==> config.mk <==
export PLATFORM = sky130hd
export DESIGN_NAME = spinor_flash
export DESIGN_NICKNAME = d
export VERILOG_FILES = /design/src/rtl/spinor_pkg.sv /design/src/rtl/spinor_shifter.sv /design/src/rtl/spinor_store.sv /design/src/rtl/spinor_engine.sv /design/src/rtl/spinor_flash.sv
export SDC_FILE = /design/constraint.sdc
export NUM_CORES = 2
export LEC_CHECK = 0
export ABC_AREA = 0
export BUFFER_PORTS_ARGS = -buffer_cell sky130_fd_sc_hd__buf_4
export CAP_MARGIN = 10
export CORE_AREA = 2 2 465 467
export DETAILED_ROUTE_END_ITERATION = 8
export DIE_AREA = 0 0 467 469
export PLACE_DENSITY = 0.59
export SKIP_CTS_REPAIR_TIMING = 1
export SLEW_MARGIN = 20
export SYNTH_ARGS = -nofsm -noshare
export SYNTH_HDL_FRONTEND = slang
export SYNTH_SLANG_ARGS = --single-unit
==> constraint.sdc <==
create_clock -name clk -period 7.55 [get_ports clk]
set_clock_uncertainty 0.15 [all_clocks]
set_input_delay 0 -clock clk [delete_from_list [all_inputs] [get_ports clk]]
set_output_delay 0 -clock clk [all_outputs]
set_load 0.01 [all_outputs]
==> src/rtl/spinor_pkg.sv <==
package spinor_pkg;

    localparam int BYTE_W   = 8;
    localparam int BIT_CW   = $clog2(BYTE_W);
    localparam int BANK_W   = 2;
    localparam int ADDR_W   = 32;
    localparam int NARROW_W = 24;

    typedef logic [BYTE_W-1:0] byte_t;

    localparam byte_t OP_PROG  = 8'h02;
    localparam byte_t OP_READ  = 8'h03;
    localparam byte_t OP_WREN  = 8'h06;
    localparam byte_t OP_FREAD = 8'h0B;
    localparam byte_t OP_RSTEN = 8'h66;
    localparam byte_t OP_FLAG  = 8'h70;
    localparam byte_t OP_RST   = 8'h99;
    localparam byte_t OP_ID    = 8'h9F;
    localparam byte_t OP_WIDE  = 8'hB7;
    localparam byte_t OP_BANKW = 8'hC5;
    localparam byte_t OP_BANKR = 8'hC8;
    localparam byte_t OP_NARW  = 8'hE9;

    localparam byte_t FLAG_READY = 8'h80;

    typedef enum logic [3:0] {
        ST_IDLE, ST_ADDR, ST_DUMMY, ST_READ, ST_PROG,
        ST_BANKW, ST_FLAG, ST_BANKR, ST_ID, ST_SKIP
    } cmd_state_e;

    typedef struct packed {
        logic  wel;
        logic  wide;
        byte_t bank;
        logic  rst_arm;
    } mode_t;

    function automatic logic [ADDR_W-1:0] resolve_addr(
        input logic [ADDR_W-1:0] acc,
        input logic              wide,
        input byte_t             bank
    );
        if (wide)
            return acc;
        return {{(ADDR_W-NARROW_W-BANK_W){1'b0}}, bank[BANK_W-1:0], acc[NARROW_W-1:0]};
    endfunction

endpackage

==> src/rtl/spinor_shifter.sv <==
module spinor_shifter
    import spinor_pkg::*;
(
    input  logic  clk,
    input  logic  rst,
    input  logic  cs_n,
    input  logic  sck,
    input  logic  mosi,
    input  byte_t tx_byte,
    output logic  byte_done,
    output byte_t rx_byte,
    output logic  miso
);

    logic              sck_q;
    logic [BIT_CW-1:0] bit_cnt;
    logic [BYTE_W-2:0] rx_sh;
    byte_t             tx_sh;

    wire sck_rise = !cs_n &&  sck && !sck_q;
    wire sck_fall = !cs_n && !sck &&  sck_q;

    always_ff @(posedge clk) begin
        if (rst) begin
            sck_q     <= 1'b0;
            bit_cnt   <= '0;
            rx_sh     <= '0;
            tx_sh     <= '0;
            rx_byte   <= '0;
            byte_done <= 1'b0;
        end else begin
            sck_q     <= sck;
            byte_done <= 1'b0;
            if (cs_n) begin
                bit_cnt <= '0;
                tx_sh   <= '0;
            end else begin
                if (sck_rise) begin
                    rx_sh   <= {rx_sh[BYTE_W-3:0], mosi};
                    bit_cnt <= bit_cnt + 1'b1;
                    if (bit_cnt == BIT_CW'(BYTE_W-1)) begin
                        rx_byte   <= {rx_sh, mosi};
                        byte_done <= 1'b1;
                    end
                end
                if (sck_fall) begin
                    if (bit_cnt == '0)
                        tx_sh <= tx_byte;
                    else
                        tx_sh <= {tx_sh[BYTE_W-2:0], 1'b0};
                end
            end
        end
    end

    assign miso = !cs_n && tx_sh[BYTE_W-1];

endmodule

==> src/rtl/spinor_store.sv <==
module spinor_store
    import spinor_pkg::*;
#(
    parameter int IDX_W = 8
) (
    input  logic             clk,
    input  logic             we,
    input  logic [IDX_W-1:0] idx,
    input  byte_t            wdata,
    output byte_t            rdata
);

    localparam int DEPTH = 1 << IDX_W;

    byte_t cells [DEPTH];

    always_ff @(posedge clk) begin
        if (we)
            cells[idx] <= wdata;
    end

    assign rdata = cells[idx];

endmodule

==> src/rtl/spinor_engine.sv <==
module spinor_engine
    import spinor_pkg::*;
#(
    parameter int          WIN_AW = 6,
    parameter logic [23:0] DEV_ID = 24'h20BA19
) (
    input  logic             clk,
    input  logic             rst,
    input  logic             cs_n,
    input  logic             byte_done,
    input  byte_t            rx_byte,
    output byte_t            tx_byte,
    output logic             mem_we,
    output logic [WIN_AW+BANK_W-1:0] mem_idx,
    output byte_t            mem_wdata,
    input  byte_t            mem_rdata,
    output cmd_state_e       state_o,
    output mode_t            mode_o
);

    localparam int ACC_W = ADDR_W - BYTE_W;

    cmd_state_e         state;
    mode_t              mode;
    byte_t              op;
    logic [2:0]         addr_left;
    logic [ACC_W-1:0]   acc;
    logic [ADDR_W-1:0]  cur_addr;
    logic [1:0]         id_idx;
    logic [ADDR_W-1:0]  acc_full;

    assign acc_full = {acc, rx_byte};

    always_ff @(posedge clk) begin
        if (rst) begin
            state     <= ST_IDLE;
            mode      <= '0;
            op        <= '0;
            addr_left <= '0;
            acc       <= '0;
            cur_addr  <= '0;
            id_idx    <= '0;
        end else if (cs_n) begin
            state <= ST_IDLE;
            if (state == ST_PROG)
                mode.wel <= 1'b0;
        end else if (byte_done) begin
            case (state)
                ST_IDLE: begin
                    op    <= rx_byte;
                    acc   <= '0;
                    state <= ST_SKIP;
                    case (rx_byte)
                        OP_READ, OP_FREAD: begin
                            addr_left <= mode.wide ? 3'd4 : 3'd3;
                            state     <= ST_ADDR;
                        end
                        OP_PROG: if (mode.wel) begin
                            addr_left <= mode.wide ? 3'd4 : 3'd3;
                            state     <= ST_ADDR;
                        end
                        OP_WREN:  mode.wel     <= 1'b1;
                        OP_WIDE:  mode.wide    <= 1'b1;
                        OP_NARW:  mode.wide    <= 1'b0;
                        OP_RSTEN: mode.rst_arm <= 1'b1;
                        OP_RST: if (mode.rst_arm) begin
                            mode     <= '0;
                            cur_addr <= '0;
                        end
                        OP_BANKW: if (mode.wel) state <= ST_BANKW;
                        OP_BANKR: state <= ST_BANKR;
                        OP_FLAG:  state <= ST_FLAG;
                        OP_ID: begin
                            id_idx <= '0;
                            state  <= ST_ID;
                        end
                        default: ;
                    endcase
                end
                ST_ADDR: begin
                    acc       <= acc_full[ACC_W-1:0];
                    addr_left <= addr_left - 1'b1;
                    if (addr_left == 3'd1) begin
                        cur_addr <= resolve_addr(acc_full, mode.wide, mode.bank);
                        if (op == OP_FREAD)
                            state <= ST_DUMMY;
                        else if (op == OP_PROG)
                            state <= ST_PROG;
                        else
                            state <= ST_READ;
                    end
                end
                ST_DUMMY: state    <= ST_READ;
                ST_READ:  cur_addr <= cur_addr + 1'b1;
                ST_PROG:  cur_addr <= cur_addr + 1'b1;
                ST_BANKW: begin
                    mode.bank <= rx_byte;
                    state     <= ST_SKIP;
                end
                ST_ID: if (id_idx != 2'd3) id_idx <= id_idx + 1'b1;
                default: ;
            endcase
        end
    end

    assign mem_idx   = {cur_addr[NARROW_W +: BANK_W], cur_addr[WIN_AW-1:0]};
    assign mem_we    = byte_done && !cs_n && (state == ST_PROG);
    assign mem_wdata = rx_byte;

    always_comb begin
        case (state)
            ST_READ:  tx_byte = mem_rdata;
            ST_FLAG:  tx_byte = FLAG_READY;
            ST_BANKR: tx_byte = mode.bank;
            ST_ID: begin
                case (id_idx)
                    2'd0:    tx_byte = DEV_ID[23:16];
                    2'd1:    tx_byte = DEV_ID[15:8];
                    2'd2:    tx_byte = DEV_ID[7:0];
                    default: tx_byte = '0;
                endcase
            end
            default:  tx_byte = '0;
        endcase
    end

    assign state_o = state;
    assign mode_o  = mode;

endmodule

==> src/rtl/spinor_flash.sv <==
module spinor_flash
    import spinor_pkg::*;
#(
    parameter int          WIN_AW = 6,
    parameter logic [23:0] DEV_ID = 24'h20BA19
) (
    input  logic clk,
    input  logic rst,
    input  logic cs_n,
    input  logic sck,
    input  logic mosi,
    output logic miso
);

    localparam int IDX_W = WIN_AW + BANK_W;

    byte_t            tx_byte;
    byte_t            rx_byte;
    logic             byte_done;
    logic             mem_we;
    logic [IDX_W-1:0] mem_idx;
    byte_t            mem_wdata;
    byte_t            mem_rdata;
    cmd_state_e       eng_state;
    mode_t            eng_mode;

    spinor_shifter u_shift (
        .clk       (clk),
        .rst       (rst),
        .cs_n      (cs_n),
        .sck       (sck),
        .mosi      (mosi),
        .tx_byte   (tx_byte),
        .byte_done (byte_done),
        .rx_byte   (rx_byte),
        .miso      (miso)
    );

    spinor_engine #(.WIN_AW(WIN_AW), .DEV_ID(DEV_ID)) u_eng (
        .clk       (clk),
        .rst       (rst),
        .cs_n      (cs_n),
        .byte_done (byte_done),
        .rx_byte   (rx_byte),
        .tx_byte   (tx_byte),
        .mem_we    (mem_we),
        .mem_idx   (mem_idx),
        .mem_wdata (mem_wdata),
        .mem_rdata (mem_rdata),
        .state_o   (eng_state),
        .mode_o    (eng_mode)
    );

    spinor_store #(.IDX_W(IDX_W)) u_store (
        .clk   (clk),
        .we    (mem_we),
        .idx   (mem_idx),
        .wdata (mem_wdata),
        .rdata (mem_rdata)
    );

endmodule

# Word level (Yosys, flattened, before mapping)
# Memory sizes are Yosys's and may differ from the RTL's. A register that Yosys moved wholly into a read port is not among the register bits.
# Cells that the tools add are included.
word_totals:
  ff_bits: 112
  latchBits: 0
  ram_bits: 2048
  rom_bits: 0
  out_inout_bits: 1
  memories: 1
mem_list:
  columns: ["name", "depth", "width", "read_ports", "rd_ports_with_merged_regs", "wr", "line_no", "text"]
  rows:
  - ["u_store.cells", 256, 8, 1, 1, 1, "spinor_store.sv:15", "byte_t cells [DEPTH];"]
op_classes:
  addsub: 4
  n_mul: 0
  div_mod_pow: 0
  order_cmp: 0
  eq_ne: 37
  shifts: 0
  muxes: 46
  bitwise: 2
  n_reduce_logical: 39
op_table:
  columns: ["operator", "count"]
  rows:
  - ["2-to-1 mux 32 bit", 5]
  - ["case mux 32 bit (3 select lines)", 1]
  - ["== test 8 bit (second input constant)", 6]
  - ["case mux 24 bit (2 select lines)", 1]
  - ["adder 32 x 1 -> 32 bit (second input constant)", 1]
  - ["2-to-1 mux 8 bit", 4]
  - ["case mux 8 bit (4 select lines)", 1]
  - ["AND reduction 5 bit", 5]
  - ["== test 8 x 2 -> 1 bit (second input constant)", 3]
  - ["case mux 4 bit (6 select lines)", 1]
  - ["case mux 8 bit (3 select lines)", 1]
  - ["2-to-1 mux 11 bit", 2]
  - ["== test 4 x 3 -> 1 bit (second input constant)", 4]
  - ["== test 8 x 4 -> 1 bit (second input constant)", 2]
  - ["== test 8 x 7 -> 1 bit (second input constant)", 2]
  - ["case mux 4 bit (4 select lines)", 1]
  - ["case mux 8 bit (2 select lines)", 1]
  - ["2-to-1 mux 1 bit", 12]
  - ["2-to-1 mux 3 bit", 4]
  - ["2-to-1 mux 4 bit", 3]
  - ["case mux 3 bit (2 select lines)", 2]
  - ["AND reduction 3 bit", 4]
  - ["nonzero test 2 bit", 6]
  - ["inequality test 2 x 1 -> 1 bit (second input constant)", 5]
  - ["other kinds (31)", 51]

# Logic depth before layout (Yosys ltp)
depth:
  depth_word: 11
  ltp_mapped: 13

# Cells and area by module
# From an unflattened synthesis, not the netlist that was laid out.
hier_totals:
  cells_unflattened: 4208
  area_unflattened_um2: 83760.3
modules_own_cells:
  columns: ["module", "n_inst", "cells_per_inst", "area_each_um2"]
  rows:
  - ["spinor_store", 1, 3539, 78332.6]
  - ["spinor_engine", 1, 551, 4314.1]
  - ["spinor_shifter", 1, 118, 1113.6]

# Least setup slack after synthesis
# No wires, ideal clock.
synth_path:
  path_kind: "reg2reg"
  startpoint: "register u_shift.rx_byte[3]"
  endpoint: "register with a tool-made name"
  setup_time_ns: 0.136
  arrival_time_ns: 5.394
  required_time_ns: 7.264
  slack_ns: 1.870
  stages_incl_launch_ff: 9
  n_path_buf: 2
  period_less_slack_ns: 5.680
  cell_sequence: "dfxtp_1 -> and4bb_1 -> and4_1 -> nand2_1 -> a2111o_1 -> clkbuf_1 -> buf_2 -> o21ai_0 -> a21oi_1"
synth_lines:
  columns: ["item", "line_no", "text"]
  rows:
  - ["start, declared", "spinor_shifter.sv:11", "output byte_t rx_byte,"]
  - ["start signal, assigned", "spinor_shifter.sv:42", "rx_byte <= {rx_sh, mosi};"]

# Worst setup path after layout
layout_path:
  startpoint: "register u_shift.byte_done"
  endpoint: "memory u_store.cells[91][0] (netlist name) (enable)"
layout_via:
  elab_chain_len: 4
layout_lines:
  columns: ["item", "line_no", "text"]
  rows:
  - ["start, declared", "spinor_shifter.sv:10", "output logic byte_done,"]
  - ["start signal, assigned", "spinor_shifter.sv:30", "byte_done <= 1'b0;"]
  - ["start signal, assigned", "spinor_shifter.sv:33", "byte_done <= 1'b0;"]
  - ["start signal, assigned", "spinor_shifter.sv:43", "byte_done <= 1'b1;"]
  - ["logical AND 1 bit (2 in series)", "spinor_engine.sv:107", "assign mem_we = byte_done && !cs_n && (state == ST_PROG);"]
  - ["2-to-1 mux 1 bit", "spinor_store.sv:18", "if (we)"]
  - ["2-to-1 mux 1 bit (implied by the code)", "spinor_store.sv:19", "cells[idx] <= wdata;"]
  - ["end, declared", "spinor_store.sv:15", null]
# Every way passes these cells.

==> impl_metrics.sql <==
INSERT INTO impl_metrics (metric_group, metric, value, unit) VALUES
('outcome', 'status', 'finished, final reports clean', ''),
('floorplan', 'die_x', '467', 'um'),
('placement', 'placement.io_buffers', '5', ''),
('layout', 'post_route_cells_drive_above_1_share', '21.1', '%'),
('power', 'leakage_power', '29.9', 'nW'),
('worst_setup_path', 'worstPathRequired', '7.87', 'ns'),
('worst_setup_path', 'worst_setup_path_endpoint', 'u_store.cells[91][0]', ''),
('worst_setup_path', 'worst_r2r_path_depth', '5', ''),
('cts', 'cts_buffers', '213', ''),
('cts', 'path_clk_slew', '0.06', 'ns'),
('power', 'power.share.combinational', '0.1', '%'),
('worst_setup_path', 'critical_path.reg2reg.startpoint', 'u_shift.byte_done', ''),
('grt', 'top_usage_layer', 'met2', ''),
('detailed_routing', 'drt-initial-drc-count', '6559', ''),
('cts', 'tritoncts_num_sinks', '2156', ''),
('placement', 'dpl.hpwl', '149000', 'um'),
('worst_setup_path', 'crit_path_end_kind', 'register', ''),
('synth', 'yosys_most_used_dff', 'edfxtp_1', ''),
('floorplan', 'fp.coreArea', '214000', 'um2'),
('synth', 'netlist_area', '85400', 'um2'),
('sta', 'finalHoldViolCount', '0', ''),
('worst_setup_path', 'setup.reg_to_reg.worst_slack', '2.71', 'ns'),
('cts', 'cts_htree_levels', '4', ''),
('sta', 'setup_viol', '0', ''),
('detailed_routing', 'drt_pre_antenna_iters', '7', ''),
('sta', 'timing_max_transition_violations_final', '0', ''),
('layout', 'multi_input_area', '20100', 'um2'),
('sta', 'fraction_of_the_cycle_the_final_worst_path_needs', '64.0', '%'),
('grt', 'wire_length_of_the_first_global_routing_pass', '348000', 'um'),
('power', 'power.ir.vdd_worst', '0.000301', 'V'),
('floorplan', 'rows', '170', ''),
('sta', 'hold-worst-slack', '0.0558', 'ns'),
('sta', 'totalNegativeSetupSlack', '0', 'ns'),
('grt', 'gr-total-overflow', '0', ''),
('worst_setup_path', 'cpMaxStageDelayCell', 'nor3_1', ''),
('power', 'sw_frac_of_total', '19.7', '%'),
('detailed_routing', 'num_vias', '45548', ''),
('cts', 'number_of_buffers_on_the_longest_clock_path', '3', ''),
('synth', 'yosys_warnings', '0', ''),
('synth', 'synth_async_sr_flop_share', '0', '%'),
('synth', 'ys_seq_area_share', '74.6', '%'),
('sta', 'maxClockFrequency', '0.207', 'GHz'),
('cts', 'cts_tree', 'done', ''),
('floorplan', 'design.die.area', '219000', 'um2'),
('layout', 'commonest_non_fill_non_tap_cell_in_the_layout', 'edfxtp_1', ''),
('layout', 'most_frequent_cells_in_the_layout', '2048 x edfxtp_1, 487 x mux4_2, 371 x nor2_1', ''),
('power', 'internal_power', '19.2', 'mW'),
('layout', 'number_of_standard_cells_in_the_final_layout_excluding_fillers', '7545', ''),
('detailed_routing', 'route.final.wire_length', '247000', 'um'),
('synth', 'synth.net_count', '4470', ''),
('sta', 'setup_repair_after_global_routing_missed_its_margin', 'no', ''),
('placement', 'post_place_cells', '7129', ''),
('detailed_routing', 'detail_route.wl_per_cell', '32.7', 'um'),
('synth', 'synthDistinctLibCells', '87', ''),
('floorplan', 'die-height', '469', 'um'),
('cts', 'clock_latency', '0.88', 'ns'),
('worst_setup_path', 'timing.setup.critical_path_class', 'register to register', ''),
('floorplan', 'floorplan.io_pins', '6', ''),
('power', 'switching_power', '4.69', 'mW'),
('worst_setup_path', 'cpPeakStageDelay', '0.98', 'ns'),
('floorplan', 'start_util', '39.9', '%'),
('grt', 'routing_usage_on_met3', '4.87', '%'),
('worst_setup_path', 'worst_r2r_endpoint', 'u_store.cells[91][0]', ''),
('cts', 'clk_root_buffer_cell', 'clkbuf_16', ''),
('worst_setup_path', 'worstPathArrival', '5.15', 'ns'),
('layout', 'fin_nets', '4536', ''),
('synth', 'synth-edff-count', '2048', ''),
('sta', 'max-slew-margin-rel', '11.8', '%'),
('layout', 'syn_to_final_growth', '12.2', '%'),
('grt', 'grt_antenna_before_repair', '22', ''),
('grt', 'met2_usage', '33.7', '%');
==> routing by layer <==
metal  vias to the layer above  part of all wire (%)  wire length, um
li1                      18350                     -                -
met1                     24131                    41           100000
met2                      2590                    45           112000
met3                       463                    10            25000
met4                        14                   4.0             9940
met5                         -                 0.039               96
==> Yosys cell counts (47+ instances only) <==
library cell	instances	area, um2
edfxtp_1	2048	61500
buf_2	66	330
mux4_2	487	11000
dfxtp_1	108	2160
o21ai_0	57	285
a22oi_1	59	443
nor3_1	47	235
nor2_1	372	1400
a21oi_1	115	576
clkbuf_1	113	424
nand2_1	212	796
mux2i_1	144	1440
nand3_1	55	275
==> cell families (layout without fill, tap and decap cells) <==
group / count (synthesis) / in the layout / synth area share (%)
adders and majority gates: 13 / 13 / 0.191
buffers and inverters: 296 / 545 / 2.03
xor gates and xnor gates: 2 / 2 / 0.0205
DFF: 2156 / 2156 / 74.6
muxes: 655 / 655 / 14.9
AOI/OAI and AO/OA: 475 / 475 / 3.82
other: 0 / 6 / 0
and+or+nand+nor: 855 / 855 / 4.50
==> worst min-delay path by stage <==
stage / end / slack [ns] / depth (start not counted)
4_1_cts: u_shift.sck_q / -0.83 / 2
2_1_floorplan: miso / -0.10 / 1
3_3_place_gp: u_shift.rx_sh[0] / 0.10 / 3
6_report: u_eng.state_o[1] / 0.06 / 4
5_1_grt: u_eng.state_o[1] / 0.02 / 4
3_5_place_dp: u_shift.sck_q / 0.11 / 2
==> state kept, by name, summed over array words and instances, names as in the netlist, named ones only <==
name	flops
u_store.cells	2048
u_eng.cur_addr	26
u_eng.acc	18
u_eng.mode_o	11
u_eng.op	8
u_shift.rx_byte	8
u_shift.tx_sh	8
u_shift.rx_sh	7
u_eng.state_o	4
u_eng.addr_left	3
u_shift.bit_cnt	3
u_eng.id_idx	2
u_shift.byte_done	1
u_shift.sck_q	1
==> per-stage QoR <==
step                power [mW]  worst slack [ns]  instance area [um2]
global route              24.4              2.52                95800
finish                    23.8              2.71                95800
CTS                       24.0              2.82                95700
floorplan                 13.2              1.87                85400
detailed placement        13.2              2.87                88400
global placement          13.2              2.96                88400
==> power by group through the flow <==
stage	Clock, mW	Combinational, mW	Sequential (mW)
after global routing	11.5	0.0333	12.9
after detailed placement	0	0.0255	13.1
after floorplan	0	0.0160	13.1
final	10.9	0.0311	12.9
after CTS	11.1	0.0257	12.9
after global placement	0	0.0251	13.1
==> final cells by class <==
type,count,share of cell area (%)
Multi-Input combinational cell,2000,21.0
Tap cell,2838,3.71
Clock inverter,141,1.73
Sequential cell,2156,66.5
Inverter,25,0.102
Clock buffer,257,5.82
Antenna cell,6,0.0157
Timing Repair Buffer,122,1.16
==> critical path: cells and delay by family (launching register included) <==
family / cells / cell delay [ns]
flops: 1 / 0.38
simple gates: 5 / 3.88
No activity file was read; power rests on OpenSTA's default activity.
